<file path="src/rtl/edo_pkg.sv">
package edo_pkg;
  typedef enum logic [2:0] {
    ST_IDLE,
    ST_ACT,
    ST_COLSET,
    ST_CAS,
    ST_OPEN,
    ST_RCAS,
    ST_RRAS
  } edo_state_e;
endpackage

</file>
<file path="src/rtl/edo_addr_split.sv">
module edo_addr_split #(
  parameter int unsigned ROW_W = 13,
  parameter int unsigned COL_W = 10
) (
  input  logic [ROW_W+COL_W-1:0] addr,
  input  logic [ROW_W-1:0]       open_row,
  output logic [ROW_W-1:0]       row,
  output logic [COL_W-1:0]       col,
  output logic                   same_row
);
  assign row      = addr[ROW_W+COL_W-1:COL_W];
  assign col      = addr[COL_W-1:0];
  assign same_row = (row == open_row);
endmodule

</file>
<file path="src/rtl/edo_phase_timer.sv">
module edo_phase_timer #(
  parameter int unsigned W = 4
) (
  input  logic         clk,
  input  logic         rst,
  input  logic         load,
  input  logic [W-1:0] load_val,
  output logic         done
);
  logic [W-1:0] cnt;

  always_ff @(posedge clk) begin
    if (rst)               cnt <= '0;
    else if (load)         cnt <= load_val;
    else if (cnt != '0)    cnt <= cnt - 1'b1;
  end

  assign done = (cnt == '0);
endmodule

</file>
<file path="src/rtl/edo_ras_guard.sv">
module edo_ras_guard #(
  parameter int unsigned T_RAS_MIN = 3,
  parameter int unsigned T_RP      = 2,
  parameter int unsigned T_RAS_MAX = 4500,
  parameter int unsigned AGE_LIM   = 4495
) (
  input  logic clk,
  input  logic rst,
  input  logic ras_n,
  output logic close_ok,
  output logic open_ok,
  output logic age_hit
);
  localparam int unsigned RW   = $clog2(T_RAS_MAX + 2);
  localparam int unsigned PW   = $clog2(T_RP + 1) + 1;
  localparam logic [RW-1:0] RSAT = RW'(T_RAS_MAX + 1);
  localparam logic [PW-1:0] PSAT = PW'(T_RP);

  logic [RW-1:0] low_cnt;
  logic [PW-1:0] high_cnt;

  // low_cnt holds (cycles low so far - 1) while ras_n is low
  always_ff @(posedge clk) begin
    if (rst) begin
      low_cnt  <= '0;
      high_cnt <= '0;
    end else if (!ras_n) begin
      if (low_cnt != RSAT) low_cnt <= low_cnt + 1'b1;
      high_cnt <= '0;
    end else begin
      low_cnt <= '0;
      if (high_cnt != PSAT) high_cnt <= high_cnt + 1'b1;
    end
  end

  assign close_ok = !ras_n && (low_cnt >= RW'(T_RAS_MIN - 1));
  assign open_ok  = ras_n && (high_cnt >= PW'(T_RP - 1));
  assign age_hit  = !ras_n && (low_cnt >= RW'(AGE_LIM));

  AST_RAS_MIN: assert property (@(posedge clk) disable iff (rst)
    $rose(ras_n) |-> low_cnt >= RW'(T_RAS_MIN));
  AST_RP_MIN: assert property (@(posedge clk) disable iff (rst)
    $fell(ras_n) |-> high_cnt >= PW'(T_RP));
  AST_RAS_MAX: assert property (@(posedge clk) disable iff (rst)
    low_cnt <= RW'(T_RAS_MAX));
endmodule

</file>
<file path="src/rtl/edo_page_ctrl.sv">
module edo_page_ctrl
  import edo_pkg::*;
#(
  parameter int unsigned ROW_W     = 13,
  parameter int unsigned COL_W     = 10,
  parameter int unsigned DATA_W    = 8,
  parameter int unsigned T_RCD     = 2,
  parameter int unsigned T_ACC     = 2,
  parameter int unsigned T_RAS_MIN = 3,
  parameter int unsigned T_RP      = 2,
  parameter int unsigned T_RAS_MAX = 4500
) (
  input  logic                                  clk,
  input  logic                                  rst,
  input  logic                                  req_valid,
  input  logic                                  req_we,
  input  logic [ROW_W+COL_W-1:0]                req_addr,
  input  logic [DATA_W-1:0]                     req_wdata,
  output logic                                  req_ready,
  output logic                                  rd_valid,
  output logic [DATA_W-1:0]                     rd_data,
  input  logic                                  ref_req,
  output logic                                  ref_gnt,
  output logic                                  ras_n,
  output logic                                  cas_n,
  output logic                                  we_n,
  output logic                                  oe_n,
  output logic [(ROW_W>COL_W?ROW_W:COL_W)-1:0]  dram_addr,
  output logic [DATA_W-1:0]                     dq_out,
  output logic                                  dq_oe,
  input  logic [DATA_W-1:0]                     dq_in
);
  localparam int unsigned AW      = (ROW_W > COL_W) ? ROW_W : COL_W;
  localparam int unsigned TMAX    = (T_RCD > T_ACC) ? T_RCD : T_ACC;
  localparam int unsigned TW      = $clog2(TMAX + 1);
  localparam int unsigned AGE_LIM = T_RAS_MAX - T_ACC - 3;

  edo_state_e state, nxt;

  logic [ROW_W-1:0]  req_row, open_row;
  logic [COL_W-1:0]  req_col, cur_col, eff_col;
  logic              same_row, cur_we, eff_we, take;
  logic [DATA_W-1:0] cur_wdata, eff_wdata;
  logic              ph_load, ph_done;
  logic [TW-1:0]     ph_val;
  logic              close_ok, open_ok, age_hit;
  logic              new_req, want_close;

  edo_addr_split #(.ROW_W(ROW_W), .COL_W(COL_W)) u_split (
    .addr(req_addr), .open_row(open_row),
    .row(req_row), .col(req_col), .same_row(same_row)
  );

  edo_phase_timer #(.W(TW)) u_phase (
    .clk(clk), .rst(rst), .load(ph_load), .load_val(ph_val), .done(ph_done)
  );

  edo_ras_guard #(
    .T_RAS_MIN(T_RAS_MIN), .T_RP(T_RP), .T_RAS_MAX(T_RAS_MAX), .AGE_LIM(AGE_LIM)
  ) u_guard (
    .clk(clk), .rst(rst), .ras_n(ras_n),
    .close_ok(close_ok), .open_ok(open_ok), .age_hit(age_hit)
  );

  // a request already acknowledged this cycle is not taken again
  assign new_req    = req_valid && !req_ready;
  assign want_close = ref_req || age_hit || (new_req && !same_row);

  always_comb begin
    nxt     = state;
    take    = 1'b0;
    ph_load = 1'b0;
    ph_val  = '0;
    unique case (state)
      ST_IDLE: begin
        if (open_ok && ref_req) begin
          nxt = ST_RCAS;
        end else if (open_ok && new_req) begin
          nxt     = ST_ACT;
          take    = 1'b1;
          ph_load = 1'b1;
          ph_val  = TW'(T_RCD - 1);
        end
      end
      ST_ACT:    if (ph_done) nxt = ST_COLSET;
      ST_COLSET: begin
        nxt     = ST_CAS;
        ph_load = 1'b1;
        ph_val  = TW'(T_ACC - 1);
      end
      ST_CAS:    if (ph_done) nxt = ST_OPEN;
      ST_OPEN: begin
        if (want_close) begin
          if (close_ok) nxt = ST_IDLE;
        end else if (new_req) begin
          nxt  = ST_COLSET;
          take = 1'b1;
        end
      end
      ST_RCAS:   nxt = ST_RRAS;
      ST_RRAS:   if (close_ok) nxt = ST_IDLE;
      default:   nxt = ST_IDLE;
    endcase
  end

  assign eff_we    = take ? req_we    : cur_we;
  assign eff_col   = take ? req_col   : cur_col;
  assign eff_wdata = take ? req_wdata : cur_wdata;

  always_ff @(posedge clk) begin
    if (rst) begin
      state     <= ST_IDLE;
      open_row  <= '0;
      cur_col   <= '0;
      cur_we    <= 1'b0;
      cur_wdata <= '0;
      ras_n     <= 1'b1;
      cas_n     <= 1'b1;
      we_n      <= 1'b1;
      oe_n      <= 1'b1;
      dram_addr <= '0;
      dq_out    <= '0;
      dq_oe     <= 1'b0;
      req_ready <= 1'b0;
      rd_valid  <= 1'b0;
      rd_data   <= '0;
      ref_gnt   <= 1'b0;
    end else begin
      state <= nxt;
      if (take) begin
        cur_col   <= req_col;
        cur_we    <= req_we;
        cur_wdata <= req_wdata;
        if (state == ST_IDLE) open_row <= req_row;
      end
      ras_n <= !(nxt inside {ST_ACT, ST_COLSET, ST_CAS, ST_OPEN, ST_RRAS});
      cas_n <= !(nxt inside {ST_CAS, ST_RCAS, ST_RRAS});
      we_n  <= !((nxt inside {ST_COLSET, ST_CAS}) && eff_we);
      oe_n  <= !((nxt == ST_CAS) && !eff_we);
      dq_oe <= (nxt inside {ST_COLSET, ST_CAS}) && eff_we;
      dq_out <= eff_wdata;
      if (nxt == ST_ACT && state != ST_ACT)
        dram_addr <= AW'(req_row);
      else if (nxt inside {ST_COLSET, ST_CAS})
        dram_addr <= AW'(eff_col);
      req_ready <= (state == ST_CAS) && ph_done;
      rd_valid  <= (state == ST_CAS) && ph_done && !cur_we;
      if ((state == ST_CAS) && ph_done && !cur_we) rd_data <= dq_in;
      ref_gnt <= (nxt == ST_RCAS) && (state != ST_RCAS);
    end
  end

  AST_RDV_PULSE: assert property (@(posedge clk) disable iff (rst)
    rd_valid |=> !rd_valid);
  AST_RDV_READY: assert property (@(posedge clk) disable iff (rst)
    rd_valid |-> req_ready);
  AST_EARLY_WE: assert property (@(posedge clk) disable iff (rst)
    ($fell(cas_n) && !we_n) |-> $past(!we_n));
  AST_WR_NO_OE: assert property (@(posedge clk) disable iff (rst)
    !we_n |-> oe_n);
  AST_CBR_ORDER: assert property (@(posedge clk) disable iff (rst)
    ($fell(ras_n) && !cas_n) |-> $past(!cas_n));
  AST_GNT_PULSE: assert property (@(posedge clk) disable iff (rst)
    ref_gnt |=> !ref_gnt);
endmodule

</file>
<file path="config.mk">
export PLATFORM = sky130hd
export DESIGN_NAME = edo_page_ctrl
export DESIGN_NICKNAME = d
export VERILOG_FILES = /design/src/rtl/edo_pkg.sv /design/src/rtl/edo_addr_split.sv /design/src/rtl/edo_phase_timer.sv /design/src/rtl/edo_ras_guard.sv /design/src/rtl/edo_page_ctrl.sv
export SDC_FILE = /design/constraint.sdc
export NUM_CORES = 1
export LEC_CHECK = 0
export ABC_AREA = 1
export CAP_MARGIN = 25
export CORE_UTILIZATION = 35
export CTS_CLUSTER_SIZE = 20
export DETAILED_ROUTE_END_ITERATION = 16
export HOLD_SLACK_MARGIN = 0.15
export SKIP_CTS_REPAIR_TIMING = 1
export SLEW_MARGIN = 20
export SYNTH_ARGS = -nofsm -noshare
export SYNTH_HDL_FRONTEND = slang
export SYNTH_SLANG_ARGS = --single-unit
</file>
<file path="constraint.sdc">
create_clock -name clk -period 2.8 [get_ports clk]
set_input_delay 0.56 -clock clk [delete_from_list [all_inputs] [get_ports clk]]
set_output_delay 0.56 -clock clk [all_outputs]
set_load 0.02 [all_outputs]
</file>
**Word-level counts from Yosys, hierarchy flattened**

Cells that the tools add are included.

- Bits in latches: 0
- Memories kept: 0
- Memory bits (writable): 0
- Bits of input ports: 44
- Word-level logic and storage cells: 100
- Bits in registers: 82
- Memory bits (read-only): 0

- Bitwise operators: 1
- Shift operators: 0
- Add/subtract/negate cells: 3
- Equality and inequality tests: 17
- Mux-type cells: 23
- $mul: 0
- Reductions and logical operators: 35
- $lt $le $gt $ge: 3
- Divide/modulo/power cells: 0

Operators with widths:

| cell | number |
|---|---|
| $mux W13 | 2 |
| $mux W3 | 7 |
| $pmux W3 S7 | 1 |
| $eq A3 B3 Y1 const B | 6 |
| $add A13 B1 Y13 const B | 1 |
| $eq A13 B13 Y1 | 1 |
| $ge A13 B13 Y1 const B | 1 |
| $ge A13 B2 Y1 const B | 1 |
| $logic_and A1 B1 Y1 | 13 |
| $ne A13 B13 Y1 const B | 1 |
| $eq A3 B2 Y1 const B | 4 |
| $mux W10 | 1 |
| $logic_not A1 Y1 | 9 |
| $reduce_bool A2 Y1 | 4 |
| $mux W1 | 7 |
| $eq A3 B1 Y1 const B | 2 |
| $pmux W1 S2 | 3 |
| $reduce_bool A5 Y1 | 1 |
| $mux W2 | 2 |
| $reduce_or A2 Y1 | 2 |
| $add A3 B1 Y3 const B | 1 |
| $ge A3 B1 Y1 const B | 1 |
| $logic_not A3 Y1 | 1 |
| $ne A3 B1 Y1 const B | 1 |
| 8 further kinds | 9 |

**Logic depth before layout (Yosys ltp)**

Gate-level depths: netlist of the first run.

- Depth in word-level cells: 10
- Gate-level depth with buffers: 16
- Mapped depth without buffers: 16

**Modules after synthesis**

A second synthesis of the first run with hierarchy kept.

- Cell total of the unflattened synthesis: 627
- Area total of the unflattened synthesis: 4,307.9 µm²

Modules (own cells, without submodules):

| module | seq. area each (µm²) | cells each | area an instance (µm²) | instances |
|---|---|---|---|---|
| edo_page_ctrl | 1,281.2 | 373 | 2,762.6 | 1 |
| edo_ras_guard | 320.3 | 156 | 1,014.7 | 1 |
| edo_addr_split | 0.0 | 81 | 416.6 | 1 |
| edo_phase_timer | 40.0 | 17 | 113.9 | 1 |

**Least setup slack after synthesis of the first run**

Ideal clock, no wire load.

- Path type: input-to-reg
- From: input req_valid
- To: register dram_addr[6] in the netlist's numbering
- Setup slack: 0.929 ns
- Stages on the path: 11
- Required time: 2.657 ns
- Path buffers: 2
- Arrival time: 1.728 ns
- Cells stage by stage: inv_1 nor2_1 inv_1 nor3_2 nand2_1 buf_4 buf_2 nand3_1 nand2_1 nand2_1 a21oi_2

- Cells in the longest elaborated chain, start to end: 8
- Elaborated cells between the ends (all ways): 23
- Classes of those cells: eq/ne (3); mux (13); reduce/logical (7)

Ends and longest elaborated chain:

| item | line | source |
|---|---|---|
| from (decl) | edo_page_ctrl.sv:15 | `input logic req_valid,` |
| $logic_and A1 B1 Y1 (*) | edo_page_ctrl.sv:66 | `assign new_req = req_valid && !req_ready;` |
| $logic_and A1 B1 Y1, on equally long branches | edo_page_ctrl.sv:78, edo_page_ctrl.sv:67 |  |
| $mux W3 (tied with other cells) | edo_page_ctrl.sv:78 | `end else if (open_ok && new_req) begin` |
| $mux W3 (tied with other cells) | edo_page_ctrl.sv:76 | `if (open_ok && ref_req) begin` |
| $pmux W3 S7 / $pmux W1 S2 (equally long branches) | edo_page_ctrl.sv:74 | `unique case (state)` |
| $eq A3 B2 Y1 (tied with other cells) | edo_page_ctrl.sv:144 | `else if (nxt inside {ST_COLSET, ST_CAS})` |
| $reduce_bool A2 Y1 (tied with other cells) | edo_page_ctrl.sv:144 |  |
| $reduce_bool A2 Y1 (no source line) / $mux W13 (equally long branches) | n/a |  |
| to (signal assigned) | edo_page_ctrl.sv:143 | `dram_addr <= AW'(req_row);` |
| to (signal assigned) | edo_page_ctrl.sv:145 | `dram_addr <= AW'(eff_col);` |
| to (decl) | edo_page_ctrl.sv:28 | `output logic [(ROW_W>COL_W?ROW_W:COL_W)-1:0] dram_addr,` |

Mark *: on every way between the ends. The rest lies on a longest branch, timed or not. The select of a mux whose other input is x is not followed.
A chain may end at the register's enable or synchronous reset.

**Worst setup path in the final report of the first run**

- From: input req_addr[15]
- To: register dram_addr[3] in the netlist's numbering

- Cells in the longest elaborated chain, start to end: 9
- Elaborated cells between the ends (all ways): 17
- Classes of those cells: eq/ne (4); mux (7); reduce/logical (6)

Ends and longest elaborated chain:

| item | line | source |
|---|---|---|
| from (decl) | edo_page_ctrl.sv:17 | `input logic [ROW_W+COL_W-1:0] req_addr,` |
| $eq A13 B13 Y1 (*) | edo_addr_split.sv:13 | `assign same_row = (row == open_row);` |
| $logic_not A1 Y1 (*) | edo_page_ctrl.sv:67 | `assign want_close = ref_req \|\| age_hit \|\| (new_req && !same_row);` |
| $logic_and A1 B1 Y1 (*) | edo_page_ctrl.sv:67 |  |
| $logic_or A1 B1 Y1 (*) | edo_page_ctrl.sv:67 |  |
| $mux W3 / $mux W1 (equally long branches) | edo_page_ctrl.sv:93 | `if (want_close) begin` |
| $pmux W3 S7 / $pmux W1 S2 (equally long branches) | edo_page_ctrl.sv:74 |  |
| $eq A3 B2 Y1 (tied with other cells) | edo_page_ctrl.sv:144 |  |
| $reduce_bool A2 Y1 (tied with other cells) | edo_page_ctrl.sv:144 |  |
| $reduce_bool A2 Y1 (no source line) / $mux W13 (equally long branches) | n/a |  |

Marks and branches as above.

==> results of run 1 <==
[area by class of cell]
cell class	count	area share [%]
inverter	85	6.17
tap	140	3.38
timing repair buffer	86	16.2
multi-input combinational	367	37.5
sequential	82	31.7
clock buffer	13	5.03
[worst paths after layout]
check | from | to
worst max-delay path | req_addr[15] | dram_addr[3]
worst min-delay path | cur_we | rd_valid
worst max register to register | u_guard.low_cnt[0] | dram_addr[3]
worst min register to register | cur_we | rd_valid
[through the flow]
| stage | hold WS, ns | total power [mW] | instances |
|---|---|---|---|
| global route | 0.472 | 4.38 | 773 |
| CTS | 0.446 | 4.14 | 773 |
| global placement | 0.420 | 3.01 | 760 |
| floorplan | 0.410 | 2.62 | 554 |
| detailed placement | 0.438 | 3.04 | 760 |
| finish | 0.440 | 4.08 | 773 |
[synthesized netlist by cell type, types with 3 or more instances]
cell	n
nand3_2	14
nand3_1	42
a21oi_1	34
clkbuf_1	8
inv_1	79
nand2_1	133
ha_1	7
nand2_2	8
a21oi_2	14
inv_2	5
buf_2	6
xnor2_1	4
nor3_2	4
o21ai_0	18
nor2_1	55
dfxtp_1	82
nor2_4	3
nand4_1	3
nor3_1	10
[cells by family (layout without fill, tap and decap cells)]
group / Yosys count / in the layout / synth area share [%]
AOI/OAI and AO/OA: 76 / 76 / 11.9
xor gates and xnor gates: 5 / 5 / 1.09
adders and majority gates: 7 / 7 / 2.18
buffers and inverters: 105 / 184 / 11.0
DFF: 82 / 82 / 40.9
and+or+nand+nor: 279 / 279 / 33.0
[power groups by stage]
stage,Sequential (mW),Combinational (mW),Clock (mW)
after global placement,1.52,1.49,0
after floorplan,1.59,1.03,0
after global routing,1.52,1.71,1.16
after CTS,1.50,1.53,1.11
after detailed placement,1.52,1.52,0
final,1.49,1.51,1.08
[state kept, by name, indices dropped and copies added (netlist names)]
register,cells
cas_n,1
cur_col,10
cur_wdata,8
cur_we,1
dq_oe,1
dram_addr,13
oe_n,1
open_row,13
ras_n,1
rd_data,8
rd_valid,1
ref_gnt,1
req_ready,1
state,3
u_guard.high_cnt,3
u_guard.low_cnt,13
u_phase.cnt,2
we_n,1
[worst max-delay path, cell delays in order]
cell and delay [ns]:
clkdlybuf4s50_1 0.53, inv_1 0.05, nand2_1 0.05, nand2_1 0.05
nor2_1 0.09, nand2_1 0.06, nor2_1 0.08, nand2_1 0.06
nand2_1 0.12, nand2_2 0.07, nand2_1 0.06, nand2_1 0.06
nand2_2 0.09, nand3_4 0.26, nand2_4 0.23, nand2_1 0.11
a21oi_2 0.13
[per-layer routing]
layer | vias up | GRT usage (%) | part of all wire [%]
met3 | 11 | 6.52 | 6.1
met1 | 1611 | 23.2 | 47
met5 | - | 0 | 0
met2 | 91 | 26.9 | 46
met4 | 0 | 4.54 | 1.5
li1 | 1898 | - | -
==> impl_metrics.py, run 1 <==
metrics = {
    "outcome": {
        "status": "complete, no violations",
    },
    "layout": {
        "num_antenna_cells": 0,
        "area_growth_pct": 28.8,
        "drive_above_1_share_pct": 11.5,
        "multi_input_area_sq_um": 1940,
        "stdcell_area_sq_um": 5170,
        "mostFrequentLayoutCell": "nand2_1",
        "layout_common_cells": "nand2_1, dfxtp_1, inv_1, clkdlybuf4s50_1, nor2_1",
        "regArea_sq_um": 1640,
        "final_core_util_pct": 46.9,
        "fin_nets": 682,
        "fillers": 1151,
    },
    "synthesis": {
        "synth-edff-count": 0,
        "ys_ff_latch": 82,
        "synthTopCellsByArea": "dfxtp_1, nand2_1, inv_1",
        "yosysWarningCount": 0,
        "synth_top_cell_area_share_pct": 40.9,
        "synthArstFlopShare_pct": 0,
        "ys_seq_area_share_pct": 40.9,
        "synth.largest_area_cell": "dfxtp_1",
        "syn-cell-area_sq_um": 4020,
        "synth_nets": 605,
        "yosysUniqueCellTypes": 41,
        "syn_inst": 554,
        "avgSynthCellArea_sq_um": 7.25,
        "ys.flop_type": "dfxtp_1",
    },
    "route": {
        "drt_iter0_drc": 218,
        "totalWireLength_um": 9680,
        "viasPerCell": 4.67,
        "vias": 3611,
        "detail-route-antenna-nets": 0,
        "drc": 0,
        "drt_pass1_iterations": 5,
        "wl_per_cell_um": 12.5,
    },
    "worst_setup_path": {
        "cp-end-kind": "register",
        "crit_type": "in -> reg",
        "cp_data_required_time_ns": 3.07,
        "cp_max_fo": 15,
        "critical_path.startpoint_type": "input port",
        "reg2reg_depth": 16,
        "reg2reg_slack_ns": 0.54,
        "worstPathArrival_ns": 2.68,
    },
    "floorplanning": {
        "start_util_pct": 36.4,
        "dieArea_sq_um": 11900,
        "fp.dieW_um": 109,
        "pin_count": 81,
        "design.core.area_sq_um": 11000,
        "std_cell_rows": 38,
        "dieHeight_um": 109,
    },
    "timing": {
        "finalWorstSetupSlack_ns": 0.393,
        "worstMarginPinSlew_ns": 0.622,
        "fmax_ghz": 0.415,
        "finalCriticalPeriod_ns": 2.41,
        "rsz0062_at_grt": "no",
        "min_period_over_period_pct": 86.0,
        "setup_violations": 0,
        "hold_viol": 0,
        "relSlewSlack_pct": 57.5,
        "finalClockSkew_ns": 0.00670,
        "slew_viol_final": 0,
        "finalSetupTns_ns": 0,
    },
    "clock_tree": {
        "clock_latency_ns": 0.34,
        "cts_tree": "built",
        "ctsRootBufferMaster": "clkbuf_16",
        "cts.sinks": 82,
        "h-tree-depth": 3,
        "cts.clk_slew.worst_paths_ns": 0.06,
        "clk_path_buf_depth": 2,
        "cts_inserted_buffers": 9,
    },
    "place": {
        "place_area_sq_um": 4910,
        "preCtsSetupSlack_ns": 0.00778,
        "post-dp-hpwl_um": 7010,
        "gp_congestion": 0.834,
        "place.port_buffers": 80,
    },
    "power": {
        "ir_worst_vdd_mv": 0.547,
        "internal_power_mw": 2.58,
        "powerDensity_nw_per_um2": 789,
        "clockPowerShare_pct": 26.4,
        "p_comb_share_pct": 37.0,
        "p_switching_mw": 1.50,
        "p_leak_nw": 2.12,
        "swShare_pct": 36.8,
        "pwr-share-seq_pct": 36.6,
    },
    "job": {
        "cap_violations": 0,
    },
    "global_route": {
        "grt_pass1_wl_um": 15900,
        "gr-total-overflow": 0,
        "grt_max_degree": 53,
        "antenna_found_initial": 0,
        "grt_use_total_pct": 17.6,
        "grt_pass1_vias": 3347,
    },
    "hold_path": {
        "hold_path_class": "reg -> reg",
        "holdPathStages": 1,
    },
}
(Power assumes the default switching activity.)
==> run 2, diff against run 1 <==
CTS_CLUSTER_SIZE = unset   (was 20)
==> results of run 2 <==
The final DEF is identical to that of run 1; final timing and power are the same.
==> run 3, diff against run 2 <==
CORE_UTILIZATION = 30   (was 35)
==> run 3 against run 2 <==
Against the previous run: hold slack worse by 0.0042 ns; first-iteration DRC count down 29%; worst setup slack better by 0.11 ns; non-clock buffer count up 1; maximum frequency up 4.6%; largest power group is now sequential cells.
==> impl_metrics.py, run 3 (same netlist as run 1, synthesis figures left out) <==
metrics = {
    "outcome": {
        "status": "complete, no violations",
    },
    "hold_path": {
        "hold_path_class": "reg -> reg",
        "whs_endpoint": "rd_valid",
        "hold_start": "cur_we",
        "holdPathStages": 1,
    },
    "worst_setup_path": {
        "cp_cell_sequence": "clkdlybuf4s50_1, inv_1, nand2_1, o21ai_0, nor2_1, nand2_1, nor2_1, nand2_1, nand2_1, nand2_2, nand2_1, nand2_1, nand2_2, nand3_4, nand2_4, nand2_1, a21oi_2",
        "cp_data_required_time_ns": 3.07,
        "critical_path.startpoint_type": "input port",
        "cp_slowest_cell": "clkdlybuf4s50_1",
        "cpLargestDelayFamily": "simple AND/OR/NAND/NOR gates",
        "crit_type": "in -> reg",
        "max_stage_delay_ns": 0.51,
        "cp_common_cell": "nand2_1",
        "cp_max_fo": 15,
        "reg2reg_depth": 16,
        "crit_cells": 17,
        "path_buf_inv": 2,
        "reg2reg_slack_ns": 0.61,
        "r2r-end": "dram_addr[7]",
        "r2r_start": "u_guard.low_cnt[0]",
        "worstPathArrival_ns": 2.58,
        "cp-end-kind": "register",
    },
    "timing": {
        "fmax_ghz": 0.435,
        "relSlewSlack_pct": 57.5,
        "setup_violations": 0,
        "hold_viol": 0,
        "finalCriticalPeriod_ns": 2.30,
        "finalClockSkew_ns": 0.00573,
        "worstMarginPinSlew_ns": 0.621,
        "finalSetupTns_ns": 0,
        "min_period_over_period_pct": 82.2,
        "rsz0062_at_grt": "no",
        "slew_viol_final": 0,
    },
    "layout": {
        "reg.largest.list": "dram_addr: 13 flops, open_row: 13 flops, u_guard.low_cnt: 13 flops",
        "layout_common_cells": "nand2_1, dfxtp_1, inv_1, clkdlybuf4s50_1, nor2_1",
        "regArea_sq_um": 1640,
        "final_core_util_pct": 41.3,
        "num_antenna_cells": 0,
        "drive_above_1_share_pct": 12.2,
        "stdcell_area_sq_um": 5300,
        "multi_input_area_sq_um": 1940,
        "fin_nets": 683,
        "mostFrequentLayoutCell": "nand2_1",
        "area_growth_pct": 31.8,
        "fillers": 1320,
        "final_cells": 809,
    },
    "floorplanning": {
        "dieHeight_um": 118,
        "dieArea_sq_um": 13900,
        "fp.dieW_um": 118,
        "start_util_pct": 31.3,
        "std_cell_rows": 41,
        "design.core.area_sq_um": 12800,
        "pin_count": 81,
    },
    "route": {
        "wl_per_cell_um": 12.0,
        "drt_pass1_iterations": 4,
        "detail-route-antenna-nets": 0,
        "vias": 3633,
        "drt_iter0_drc": 154,
        "drc": 0,
        "viasPerCell": 4.49,
        "totalWireLength_um": 9700,
    },
    "job": {
        "cap_violations": 0,
    },
    "global_route": {
        "antenna_found_initial": 0,
        "grt_max_degree": 53,
        "grt_pass1_vias": 3501,
        "gr-total-overflow": 0,
        "grt_pass1_wl_um": 16500,
        "grt_use_total_pct": 14.8,
    },
    "clock_tree": {
        "clk_path_buf_depth": 2,
        "ctsRootBufferMaster": "clkbuf_16",
        "clock_latency_ns": 0.34,
        "h-tree-depth": 3,
        "cts_inserted_buffers": 9,
        "cts.sinks": 82,
        "cts.clk_slew.worst_paths_ns": 0.06,
        "cts_tree": "built",
    },
    "place": {
        "place.port_buffers": 80,
        "dp.cells": 793,
        "place_area_sq_um": 4970,
        "post-dp-hpwl_um": 7130,
        "gp_congestion": 0.861,
    },
    "power": {
        "p_total_mw": 4.28,
        "ir_worst_vdd_mv": 0.416,
        "powerDensity_nw_per_um2": 808,
        "p_leak_nw": 2.15,
    },
}
[run 3: power breakdown]
part	total (mW)	switching (mW)	internal [mW]
logic	1.50	0.907	0.598
registers	1.50	0.143	1.36
clock network	1.27	0.488	0.782
total	4.28	1.54	2.74
[run 3: worst register-to-register path, stage by stage, from the launching register on]
cell and delay, ns:
dfxtp_1 0.35, ha_1 0.24, nand3_1 0.11, nand2_1 0.07, inv_2 0.05, nand2_1 0.04, nand2_1 0.07, nand2_2 0.06
a21oi_4 0.18, nand2_2 0.07, nand2_1 0.06, nand2_1 0.06, nand2_2 0.09, nand3_4 0.24, nand2_4 0.22, nand2_1 0.08
a21oi_2 0.11
[run 3: area by class of cell]
| cell class | count | area share [%] |
|---|---|---|
| multi-input cells | 367 | 36.6 |
| flip-flops and latches | 82 | 31.0 |
| repair buffers | 87 | 16.3 |
| inverters | 85 | 6.03 |
| clock buffers | 10 | 4.32 |
| clock inverters | 6 | 1.72 |
| well taps | 172 | 4.06 |
[run 3: per-stage QoR]
| step | hold WS (ns) | setup WS, ns |
|---|---|---|
| after global placement | 0.423 | 0.183 |
| after detailed placement | 0.426 | 0.127 |
| after CTS | 0.439 | 0.489 |
| after floorplan | 0.410 | 0.929 |
| final | 0.436 | 0.499 |
| after global routing | 0.479 | 0.244 |
[run 3: worst max-delay path by stage]
stage / startpoint / to / slack, ns
detailed placement: req_addr[12] / dram_addr[7] / 0.13
finish: req_addr[12] / dram_addr[7] / 0.50
global placement: req_addr[12] / dram_addr[6] / 0.18
global route: req_addr[20] / dram_addr[3] / 0.24
floorplan: req_valid / dram_addr[6] / 0.93
CTS: req_addr[12] / dram_addr[7] / 0.49
[run 3: metal layers]
metal / routed length, um / up-vias / global-route usage, %
met5: 0 / - / 0
met4: 217 / 0 / 7.61
met3: 566 / 12 / 3.97
met2: 4310 / 107 / 22.9
met1: 4600 / 1600 / 18.8
li1: - / 1914 / -
